<file path="src/rtl/rxf_pkg.sv">
package rxf_pkg;
    localparam int DATA_W = 8;

    typedef enum logic [2:0] {
        ST_IDLE,
        ST_START,
        ST_DATA,
        ST_PAR,
        ST_STOP
    } rx_state_e;

    typedef struct packed {
        logic [DATA_W-1:0] data;
        logic              perr;
        logic              ferr;
        logic              noise;
    } rx_word_t;

    function automatic logic maj3(input logic a, input logic b, input logic c);
        return (a & b) | (a & c) | (b & c);
    endfunction
endpackage

</file>
<file path="src/rtl/rxf_sync.sv">
module rxf_sync #(
    parameter int STAGES = 2
) (
    input  logic clk,
    input  logic rst_n,
    input  logic din,
    output logic dout
);
    logic [STAGES-1:0] chain_d, chain_q;

    always_comb begin
        chain_d = {chain_q[STAGES-2:0], din};
    end

    always_ff @(posedge clk or negedge rst_n) begin
        if (!rst_n) chain_q <= '1;
        else        chain_q <= chain_d;
    end

    assign dout = chain_q[STAGES-1];
endmodule

</file>
<file path="src/rtl/rxf_deser.sv">
module rxf_deser
    import rxf_pkg::*;
#(
    parameter int OVS = 16
) (
    input  logic     clk,
    input  logic     rst_n,
    input  logic     tick_en,
    input  logic     rx_s,
    input  logic     rx_enable,
    input  logic [1:0] rate_sel,
    input  logic     par_en,
    input  logic     par_odd,
    output logic     push,
    output rx_word_t word
);
    localparam int CW = $clog2(OVS);

    typedef struct packed {
        rx_state_e         st;
        logic [CW-1:0]     cnt;
        logic [2:0]        bidx;
        logic [DATA_W-1:0] sh;
        logic              s0;
        logic              s1;
        logic              pbit;
        logic              noise;
        logic              push;
        rx_word_t          word;
    } dsr_t;

    dsr_t q, d;
    logic [CW-1:0] last_c, half_c, dec_c;
    logic          std_rate, bitv, nz, at_dec, at_last;

    always_comb begin
        case (rate_sel)
            2'd0:    last_c = CW'(OVS - 1);
            2'd1:    last_c = CW'(OVS / 2 - 1);
            default: last_c = CW'(OVS / 4 - 1);
        endcase
        half_c   = CW'((int'(last_c) + 1) / 2);
        std_rate = (rate_sel == 2'd0);
        dec_c    = std_rate ? half_c + CW'(1) : half_c;
        at_dec   = (q.cnt == dec_c);
        at_last  = (q.cnt == last_c);
        bitv     = std_rate ? maj3(q.s0, q.s1, rx_s) : rx_s;
        nz       = std_rate && !((q.s0 == q.s1) && (q.s1 == rx_s));
    end

    always_comb begin
        d      = q;
        d.push = 1'b0;
        if (tick_en) begin
            if (q.st == ST_IDLE) begin
                if (rx_enable && !rx_s) begin
                    d.st    = ST_START;
                    d.cnt   = CW'(1);
                    d.noise = 1'b0;
                end
            end else begin
                d.cnt = at_last ? '0 : q.cnt + CW'(1);
                if (std_rate && q.cnt == half_c - CW'(1)) d.s0 = rx_s;
                if (std_rate && q.cnt == half_c)          d.s1 = rx_s;
                if (at_dec) d.noise = q.noise | nz;
                case (q.st)
                    ST_START: begin
                        if (at_dec && bitv) d.st = ST_IDLE;
                        else if (at_last) begin
                            d.st   = ST_DATA;
                            d.bidx = '0;
                        end
                    end
                    ST_DATA: begin
                        if (at_dec) d.sh = {bitv, q.sh[DATA_W-1:1]};
                        if (at_last) begin
                            if (q.bidx == 3'(DATA_W - 1)) d.st = par_en ? ST_PAR : ST_STOP;
                            else d.bidx = q.bidx + 3'd1;
                        end
                    end
                    ST_PAR: begin
                        if (at_dec)  d.pbit = bitv;
                        if (at_last) d.st = ST_STOP;
                    end
                    ST_STOP: begin
                        if (at_dec) begin
                            d.push       = 1'b1;
                            d.word.data  = q.sh;
                            d.word.perr  = par_en & ((^q.sh) ^ q.pbit ^ par_odd);
                            d.word.ferr  = !bitv;
                            d.word.noise = q.noise | nz;
                            d.st         = ST_IDLE;
                        end
                    end
                    default: d.st = ST_IDLE;
                endcase
            end
        end
    end

    always_ff @(posedge clk or negedge rst_n) begin
        if (!rst_n) begin
            q    <= '0;
            q.st <= ST_IDLE;
        end else begin
            q <= d;
        end
    end

    assign push = q.push;
    assign word = q.word;

    // A word is emitted only on the cycle after the stop bit was decided
    assert_push_after_stop_R1: assert property (@(posedge clk) disable iff (!rst_n)
        q.push |-> $past(q.st) == ST_STOP);

    // Faster rates never report noise
    assert_no_noise_fast_R5: assert property (@(posedge clk) disable iff (!rst_n)
        (q.push && rate_sel != 2'd0) |-> !q.word.noise);

    // Disabled receiver stays idle
    assert_disabled_idle_R10: assert property (@(posedge clk) disable iff (!rst_n)
        (q.st == ST_IDLE && !rx_enable) |=> q.st == ST_IDLE);
endmodule

</file>
<file path="src/rtl/rxf_fifo.sv">
module rxf_fifo
    import rxf_pkg::*;
#(
    parameter int DEPTH = 128
) (
    input  logic     clk,
    input  logic     rst_n,
    input  logic     wr,
    input  rx_word_t wdata,
    input  logic     rd_pop,
    output logic     valid,
    output rx_word_t head,
    output logic     overrun
);
    localparam int AW = (DEPTH > 1) ? $clog2(DEPTH) : 1;
    localparam int CNTW = $clog2(DEPTH + 1);

    typedef struct packed {
        logic [AW-1:0]   wp;
        logic [AW-1:0]   rp;
        logic [CNTW-1:0] cnt;
        logic            ovr;
    } fq_t;

    fq_t      q, d;
    rx_word_t mem [DEPTH];
    logic     full, do_wr, do_rd;

    always_comb begin
        full  = (q.cnt == CNTW'(DEPTH));
        do_wr = wr && !full;
        do_rd = rd_pop && (q.cnt != '0);
        d     = q;
        if (do_wr) d.wp = (q.wp == AW'(DEPTH - 1)) ? '0 : q.wp + AW'(1);
        if (do_rd) d.rp = (q.rp == AW'(DEPTH - 1)) ? '0 : q.rp + AW'(1);
        case ({do_wr, do_rd})
            2'b10:   d.cnt = q.cnt + CNTW'(1);
            2'b01:   d.cnt = q.cnt - CNTW'(1);
            default: d.cnt = q.cnt;
        endcase
        if (wr && full) d.ovr = 1'b1;
    end

    always_ff @(posedge clk or negedge rst_n) begin
        if (!rst_n) q <= '0;
        else        q <= d;
    end

    always_ff @(posedge clk) begin
        if (do_wr) mem[q.wp] <= wdata;
    end

    assign valid   = (q.cnt != '0);
    assign head    = mem[q.rp];
    assign overrun = q.ovr;

    // A write into a full queue must not change the occupancy
    assert_no_overflow_R9: assert property (@(posedge clk) disable iff (!rst_n)
        (q.cnt == CNTW'(DEPTH) && wr && !rd_pop) |=> q.cnt == CNTW'(DEPTH));

    assert_overrun_sticky_R9: assert property (@(posedge clk) disable iff (!rst_n)
        q.ovr |=> q.ovr);

    assert_empty_pop_R12: assert property (@(posedge clk) disable iff (!rst_n)
        (q.cnt == '0 && rd_pop && !wr) |=> q.cnt == '0);

    assert_pop_advances_R8: assert property (@(posedge clk) disable iff (!rst_n)
        (q.cnt != '0 && rd_pop && !wr) |=> q.cnt == $past(q.cnt) - CNTW'(1));
endmodule

</file>
<file path="src/rtl/serial_rx_flagq.sv">
module serial_rx_flagq
    import rxf_pkg::*;
#(
    parameter int DEPTH       = 128,
    parameter int OVS         = 16,
    parameter int SYNC_STAGES = 2
) (
    input  logic       clk,
    input  logic       rst_n,
    input  logic       tick_en,
    input  logic       rx_pin,
    input  logic       rx_invert,
    input  logic       rx_enable,
    input  logic [1:0] rate_sel,
    input  logic       par_en,
    input  logic       par_odd,
    input  logic       rd_pop,
    output logic       rd_valid,
    output logic [7:0] rd_data,
    output logic       st_parity_err,
    output logic       st_frame_err,
    output logic       st_noise,
    output logic       overrun
);
    logic     rx_s, push, valid;
    rx_word_t word, head;

    rxf_sync #(.STAGES(SYNC_STAGES)) u_sync (
        .clk  (clk),
        .rst_n(rst_n),
        .din  (rx_pin ^ rx_invert),
        .dout (rx_s)
    );

    rxf_deser #(.OVS(OVS)) u_deser (
        .clk      (clk),
        .rst_n    (rst_n),
        .tick_en  (tick_en),
        .rx_s     (rx_s),
        .rx_enable(rx_enable),
        .rate_sel (rate_sel),
        .par_en   (par_en),
        .par_odd  (par_odd),
        .push     (push),
        .word     (word)
    );

    rxf_fifo #(.DEPTH(DEPTH)) u_fifo (
        .clk    (clk),
        .rst_n  (rst_n),
        .wr     (push),
        .wdata  (word),
        .rd_pop (rd_pop),
        .valid  (valid),
        .head   (head),
        .overrun(overrun)
    );

    assign rd_valid      = valid;
    assign rd_data       = valid ? head.data : '0;
    assign st_parity_err = valid & head.perr;
    assign st_frame_err  = valid & head.ferr;
    assign st_noise      = valid & head.noise;
endmodule

</file>
<file path="config.mk">
export PLATFORM = sky130hd
export DESIGN_NAME = serial_rx_flagq
export DESIGN_NICKNAME = d
export VERILOG_FILES = /design/src/rtl/rxf_pkg.sv /design/src/rtl/rxf_sync.sv /design/src/rtl/rxf_deser.sv /design/src/rtl/rxf_fifo.sv /design/src/rtl/serial_rx_flagq.sv
export SDC_FILE = /design/constraint.sdc
export NUM_CORES = 2
export LEC_CHECK = 0
export BUFFER_PORTS_ARGS = -buffer_cell sky130_fd_sc_hd__buf_2
export CORE_ASPECT_RATIO = 2
export CORE_MARGIN = 10
export CORE_UTILIZATION = 45
export DETAILED_ROUTE_END_ITERATION = 10
export MAX_ROUTING_LAYER = met4
export RECOVER_POWER = 50
export SLEW_MARGIN = 20
export SYNTH_ARGS = -nofsm -noshare
export SYNTH_HDL_FRONTEND = slang
export SYNTH_HIERARCHICAL = 1
export SYNTH_SLANG_ARGS = --single-unit
</file>
<file path="constraint.sdc">
create_clock -name clk -period 2.91 [get_ports clk]
set_clock_uncertainty 0.1 [all_clocks]
set_input_delay 0.4365 -clock clk [delete_from_list [all_inputs] [get_ports clk]]
set_output_delay 0.4365 -clock clk [all_outputs]
set_load 0.005 [all_outputs]
</file>
# Word-level counts from Yosys, hierarchy flattened
# Memory sizes are Yosys's and may differ from the RTL's.
# Index checks and enable logic that the tools add are counted.
# op_classes
n_addsub,10
mux,32
n_eq_ne,27
n_bitwise,15
n_reduce_logical,29
# op_table
operator,count
$mux 12,4
$mux 3,11
$mux 7,4
$eq 4x4->1,4
$pmux 8 s2,1
$add 7x1->7 const B,2
$eq 7x7->1 const B,2
$reduce_and 7->1,2
$ne 3x1->1 const B,4
$pmux 3 s4,1
$reduce_and 4->1,3
$logic_and 1x1->1,9
$reduce_and 3->1,3
$add 4x1->4 const B,2
$add 8x1->8 const B,1
$eq 8x8->1 const B,1
$mux 4,2
$mux 8,1
$pmux 4 s2,1
$reduce_bool 8->1,1
$reduce_xor 8->1,1
$sub 8x1->8 const B,1
$and 1x1->1,7
$eq 3x2->1 const B,2
23 further kinds,43
# word_totals
elab_cells,132
n_memories,1
ff_bits,59
mem_bits_rw,1408
# mem_list
memory,words,word_bits,rd,rd_clocked_by_memory_dff,write_ports,line_no,rtl
u_fifo.mem,128,11,1,0,1,rxf_fifo.sv:26,rx_word_t mem [DEPTH];

# Logic depth before layout (Yosys ltp)
# depth
depth_word,12
depth_mapped,13
depth_no_buf,12

# Hierarchy
# Netlist, hierarchy kept.
# by_module_without_submodules
mod,area_per_inst_um2,cells_per_inst,n_inst,seq_area_each_um2
rxf_fifo,55608.3,2704,1,42856.1
rxf_deser,1910.6,177,1,850.8
serial_rx_flagq,88.8,13,1,0.0
rxf_sync,52.6,2,1,52.6

# Worst setup path after synthesis
# Ideal clock, no wire load.
# synth_path
path_kind,register to register
startpoint,register u_fifo/q[4] in the netlist's numbering
endpoint,register u_fifo/q[8] in the netlist's numbering
t_arrival_ns,2.834
path_stages_with_launch,13
setup_slack_ns,-0.149
path_cell_list,dfrtp_1 nor4_1 nand2_1 o21a_1 clkbuf_1 ha_1 ha_1 a21o_1 a21oi_1 o211ai_1 a21o_1 and3b_1 xor2_1
# synth_via
elab_cells_between_ends,11
# synth_lines
element,line_no,rtl
start: declaration,rxf_fifo.sv:25,"fq_t q, d;"
start signal: assignment,rxf_fifo.sv:45,if (!rst_n) q <= '0;
start signal: assignment,rxf_fifo.sv:46,else q <= d;
$reduce_bool 8->1 *,rxf_fifo.sv:32,do_rd = rd_pop && (q.cnt != '0);
$logic_and 1x1->1 *,rxf_fifo.sv:32,
via u_fifo.do_rd,rxf_fifo.sv:27,"logic full, do_wr, do_rd;"
$eq 2x1->1 / $eq 2x2->1 (equally long branches),rxf_fifo.sv:36,"case ({do_wr, do_rd})"
$pmux 8 s2 / $reduce_bool 2->1 (equally long branches),--,
# The timed path passes the listed nets; every way through them passes the cells marked *.
# A chain may end at the register's enable or synchronous reset.

==> run_results.csv <==
group,metric,value,unit
pwr,powerDensity,866,mW/mm2
worst_setup_path,cp_slowest_stage_delay,0.49,ns
routing,drt-vias-per-instance,5.86,
yosys,synth_largest_area_cell,"sky130_fd_sc_hd__edfxtp_1",
clock_tree,tritoncts.num_buffers,119,
sta,max_clock_freq,238,MHz
pwr,pwr-share-comb,32.5,%
routing,drt_drc_violations_left,0,
sta,tcrit_tclk_final,144,%
sta,timing.final.crit_period,4.20,ns
pwr,power_switching_share,30.5,%
floorplan,die_width,273,um
yosys,synthesis.yosys.warnings,6,
yosys,synth_sequential_area_ratio,75.9,%
worst_setup_path,timing.reg2reg.worst_path_depth,11,
yosys,postSynth.topFlopCell,"sky130_fd_sc_hd__edfxtp_1",
yosys,netlist-cell-type-count,78,
clock_tree,cts_htree_levels,3,
cells_and_area,final_layout_size_suffix_gt1_share,33.7,%
pwr,power.ir.vdd_worst,0.529,mV
routing,routed_wire_length_per_instance,30.1,um
global_route,grt.overflow.total,0,
cells_and_area,utilization,54.2,%
pwr,p_int,41400,uW
global_route,grt_overall_usage,22.2,%
cells_and_area,layout.filler_cells,9738,
sta,report.final.setup_viol,23,
worst_hold_path,hold_end,"u_deser/q[14]$_DFFE_PN0P_",
worst_setup_path,critical_path.endpoint_type,"output port",
yosys,ys_ff_latch,1467,
sta,worst-slew-pin-transition,2.02,ns
pwr,pwr-share-clk,27.3,%
clock_tree,numClockSinks,1467,
floorplan,starting_density,45.4,%
worst_setup_path,cp.buffers_inverters,5,
sta,slew_headroom,-34.9,%
yosys,synthesis.nets,2922,
worst_setup_path,crit-reg2reg-launch,"u_fifo/q[7]$_DFFE_PN0P_",
clock_tree,worst_skew_pair.late_latency,0.76,ns
run_status,violations,"max-capacitance violations, max-slew violations, negative setup slack",
global_route,maximum_number_of_pins_on_one_net_before_global_route_repair,129,
place,detailedPlacementHpwl,106000,um
clock_tree,tritoncts,"yes",
sta,hold_slack,0.114,ns
yosys,synthArstFlopShare,4.02,%
pwr,power.static_leakage,0.0234,uW
run_status,status,"finished, violations left",
worst_setup_path,worstSetupPathType,"register to output port",
floorplan,dieArea,0.144,mm2
yosys,synth_largest_type_area_fraction,73.3,%
sta,timing_hold_violations_final,0,
floorplan,rows,185,
clock_tree,clk_root_buffer_cell,"sky130_fd_sc_hd__clkbuf_16",
worst_setup_path,cp.arrival,3.67,ns
worst_setup_path,critical_path.top_delay_family,"compound AO/OA/AOI/OAI gates",
worst_hold_path,holdCritPathClass,"primary input to register",
worst_setup_path,sort_of_element_at_the_start_of_the_critical_path,"register",
worst_setup_path,slowest_stage,"sky130_fd_sc_hd__mux4_2",
routing,finalWirelength,157000,um
floorplan,placeableCoreArea,0.127,mm2
floorplan,die_h,526,um
sta,finalMaxSlewViolations,445,
worst_hold_path,worst_hold_path_cells,4,
routing,final_antenna_net_count,0,
job,max_cap_viol_count,8,
worst_setup_path,crit_chain,"buf_6 > buf_12 > buf_4 > mux4_2 > a22o_1 > a2111oi_1 > a211oi_2 > buf_4 > o32a_1 > and2_4 > buf_6",
sta,fin_setup_tns,-13.67,ns
yosys,synth_area,0.0577,mm2
routing,detail_route.iter0.violations,2675,
place,buffer_ports.inserted,23,
floorplan,top_level_ports,24,
sta,rsz0062_at_grt,"yes",
pwr,pwr-share-seq,40.1,%
worst_setup_path,worstPathMaxFanout,5,
clock_tree,buffers_from_clock_root_to_sink_at_most,3,
place,rd_place_congestion,0.901,
worst_setup_path,rrSetupSlack,-0.07,ns
yosys,syn_avg_cell_area,19.9,um2
global_route,antenna_violations_before_repair,1,
global_route,first_global_vias,31800,
worst_setup_path,stages_on_the_worst_setup_path,11,
worst_setup_path,critical_path.reg2reg.endpoint,"u_fifo/q[8]$_DFFE_PN0P_",
routing,drt_pre_antenna_iters,5,
cells_and_area,design.final.nets,3440,
global_route,wire_length_of_the_first_global_routing_pass,225000,um
worst_setup_path,critical_path_required,2.37,ns
clock_tree,clkTransAtPathRegs,0.07,ns
sta,worst_slack,-1.29,ns
routing,detailroute.via_count,30400,
worst_hold_path,holdCritStartpoint,"rate_sel[1]",
yosys,synth.area.top_cells,"sky130_fd_sc_hd__edfxtp_1 73%, sky130_fd_sc_hd__mux4_2 10%, sky130_fd_sc_hd__mux2i_1 3.4%, sky130_fd_sc_hd__dfrtp_1 2.5%, sky130_fd_sc_hd__nor2_1 1.1%",
yosys,synthesis.instances,2896,
yosys,number_of_synthesized_flops_with_an_enable_pin,1408,
pwr,power_spent_charging_and_discharging_nets,18200,uW
cells_and_area,layout-area-overhead-vs-synth,19.4,%
-- flip-flops by register name, indices dropped and copies added, names as in the netlist --
signal,count
u_fifo/q,22
u_fifo/mem,1408
u_fifo/overrun,1
u_deser/word,11
u_deser/push,1
u_sync/chain_q,2
u_deser/q,22
-- cells by family after synthesis --
logic type	count (synthesis)	synth area share, %
AO/OA/AOI/OAI	322	4.14
flip-flops	1467	75.9
buffers and inverters	192	1.82
AND/OR/NAND/NOR	386	3.06
adder cells (fa/ha/maj)	15	0.339
multiplexers	489	14.4
XOR/XNOR	25	0.380
-- worst reg2reg max path, cell delays in order, from the launching register on --
cell and delay, ns:
sky130_fd_sc_hd__dfrtp_1 0.41, sky130_fd_sc_hd__nor4_1 0.53, sky130_fd_sc_hd__nand2_1 0.14, sky130_fd_sc_hd__o21a_1 0.24, sky130_fd_sc_hd__ha_4 0.19, sky130_fd_sc_hd__buf_4 0.17, sky130_fd_sc_hd__ha_1 0.33, sky130_fd_sc_hd__nor3_1 0.18
sky130_fd_sc_hd__nor2_1 0.09, sky130_fd_sc_hd__a21o_1 0.17, sky130_fd_sc_hd__and3b_1 0.18, sky130_fd_sc_hd__xor2_1 0.14
-- power by group through the flow --
stage / clock network (uW) / registers, uW / logic (uW)
floorplan: 0 / 24000 / 9040
global placement: 0 / 24300 / 16800
detailed placement: 0 / 24400 / 17000
CTS: 16600 / 23900 / 18100
global route: 17400 / 23900 / 20200
finish: 16300 / 23900 / 19400
-- how the worst max path moves through the flow --
stage / endpoint / slack [ns] / start
after floorplan: u_fifo/q[8]$_DFFE_PN0P_ / 0.05 / u_fifo/q[4]$_DFFE_PN0P_
after global placement: rd_data[0] / -1.11 / u_fifo/q[9]$_DFFE_PN0P_
after detailed placement: rd_data[0] / -1.05 / u_fifo/q[9]$_DFFE_PN0P_
after CTS: rd_data[0] / -1.36 / u_fifo/q[9]$_DFFE_PN0P_
after global routing: rd_data[1] / -1.36 / u_fifo/q[9]$_DFFE_PN0P_
final: rd_data[1] / -1.29 / u_fifo/q[9]$_DFFE_PN0P_
-- cell usage after synthesis, types with 29 or more instances --
cell type                  instances
sky130_fd_sc_hd__a211oi_1         33
sky130_fd_sc_hd__nand2_1          86
sky130_fd_sc_hd__a22oi_1          43
sky130_fd_sc_hd__nor3_1           29
sky130_fd_sc_hd__edfxtp_1       1408
sky130_fd_sc_hd__clkbuf_1         60
sky130_fd_sc_hd__o22ai_1          42
sky130_fd_sc_hd__mux4_2          268
sky130_fd_sc_hd__buf_2            55
sky130_fd_sc_hd__dfrtp_1          57
sky130_fd_sc_hd__nor2_1          165
sky130_fd_sc_hd__buf_4            30
sky130_fd_sc_hd__mux2i_1         193
-- final cells by class --
cell class	instances	area, um2	area share (%)
inverter	16	60.1	0.0872
sequential	1467	43800	63.6
timing repair buffer	573	5320	7.73
multi-input combinational	1237	13700	19.9
clock buffer	149	3130	4.55
tap	1683	2110	3.06
antenna	1	2.50	0.00363
clock inverter	71	757	1.10
-- routing by layer --
| layer | track usage, % | up-vias | share of wire (%) |
|---|---|---|---|
| li1 | - | 12900 | - |
| met1 | 23.6 | 16100 | 34 |
| met2 | 39.8 | 1051 | 55 |
| met3 | 2.67 | 336 | 4.8 |
| met4 | 11.8 | 0 | 6.1 |
| met5 | - | - | 0 |
-- cell usage in the layout (no fill, tap or decap), drive strengths merged, types with 16 or more instances in the layout --
master	instances
a2111oi	17
a211oi	33
a21oi	27
a22o	28
a22oi	43
and2	17
buf	539
clkbuf	178
clkinv	44
dfrtp	57
edfxtp	1408
inv	21
mux2	28
mux2i	193
mux4	268
nand2	87
nand3	23
nor2	166
nor2b	16
nor3	29
o21ai	29
o221ai	24
o22ai	42
xnor2	17
-- stage by stage --
stage,instances,setup WS [ns],power (uW),area [um2]
after floorplan,2896,0.0501,33000,57700
final,5197,-1.29,59700,68900
after global routing,5197,-1.36,61500,68900
after global placement,4913,-1.11,41100,63500
after detailed placement,4913,-1.05,41400,63500
after CTS,5151,-1.36,58600,68100
-- what timing repair did --
action / CTS / global route
endpoints found under the hold margin: 30 / 0
hold buffers: 5 / 0
setup endpoints to repair: 11 / 15
pin swaps: 15 / 48
gates cloned: 3 / 4
resized for setup: 101 / 131
buffers inserted: 11 / 48
(Power assumes the default switching activity.)
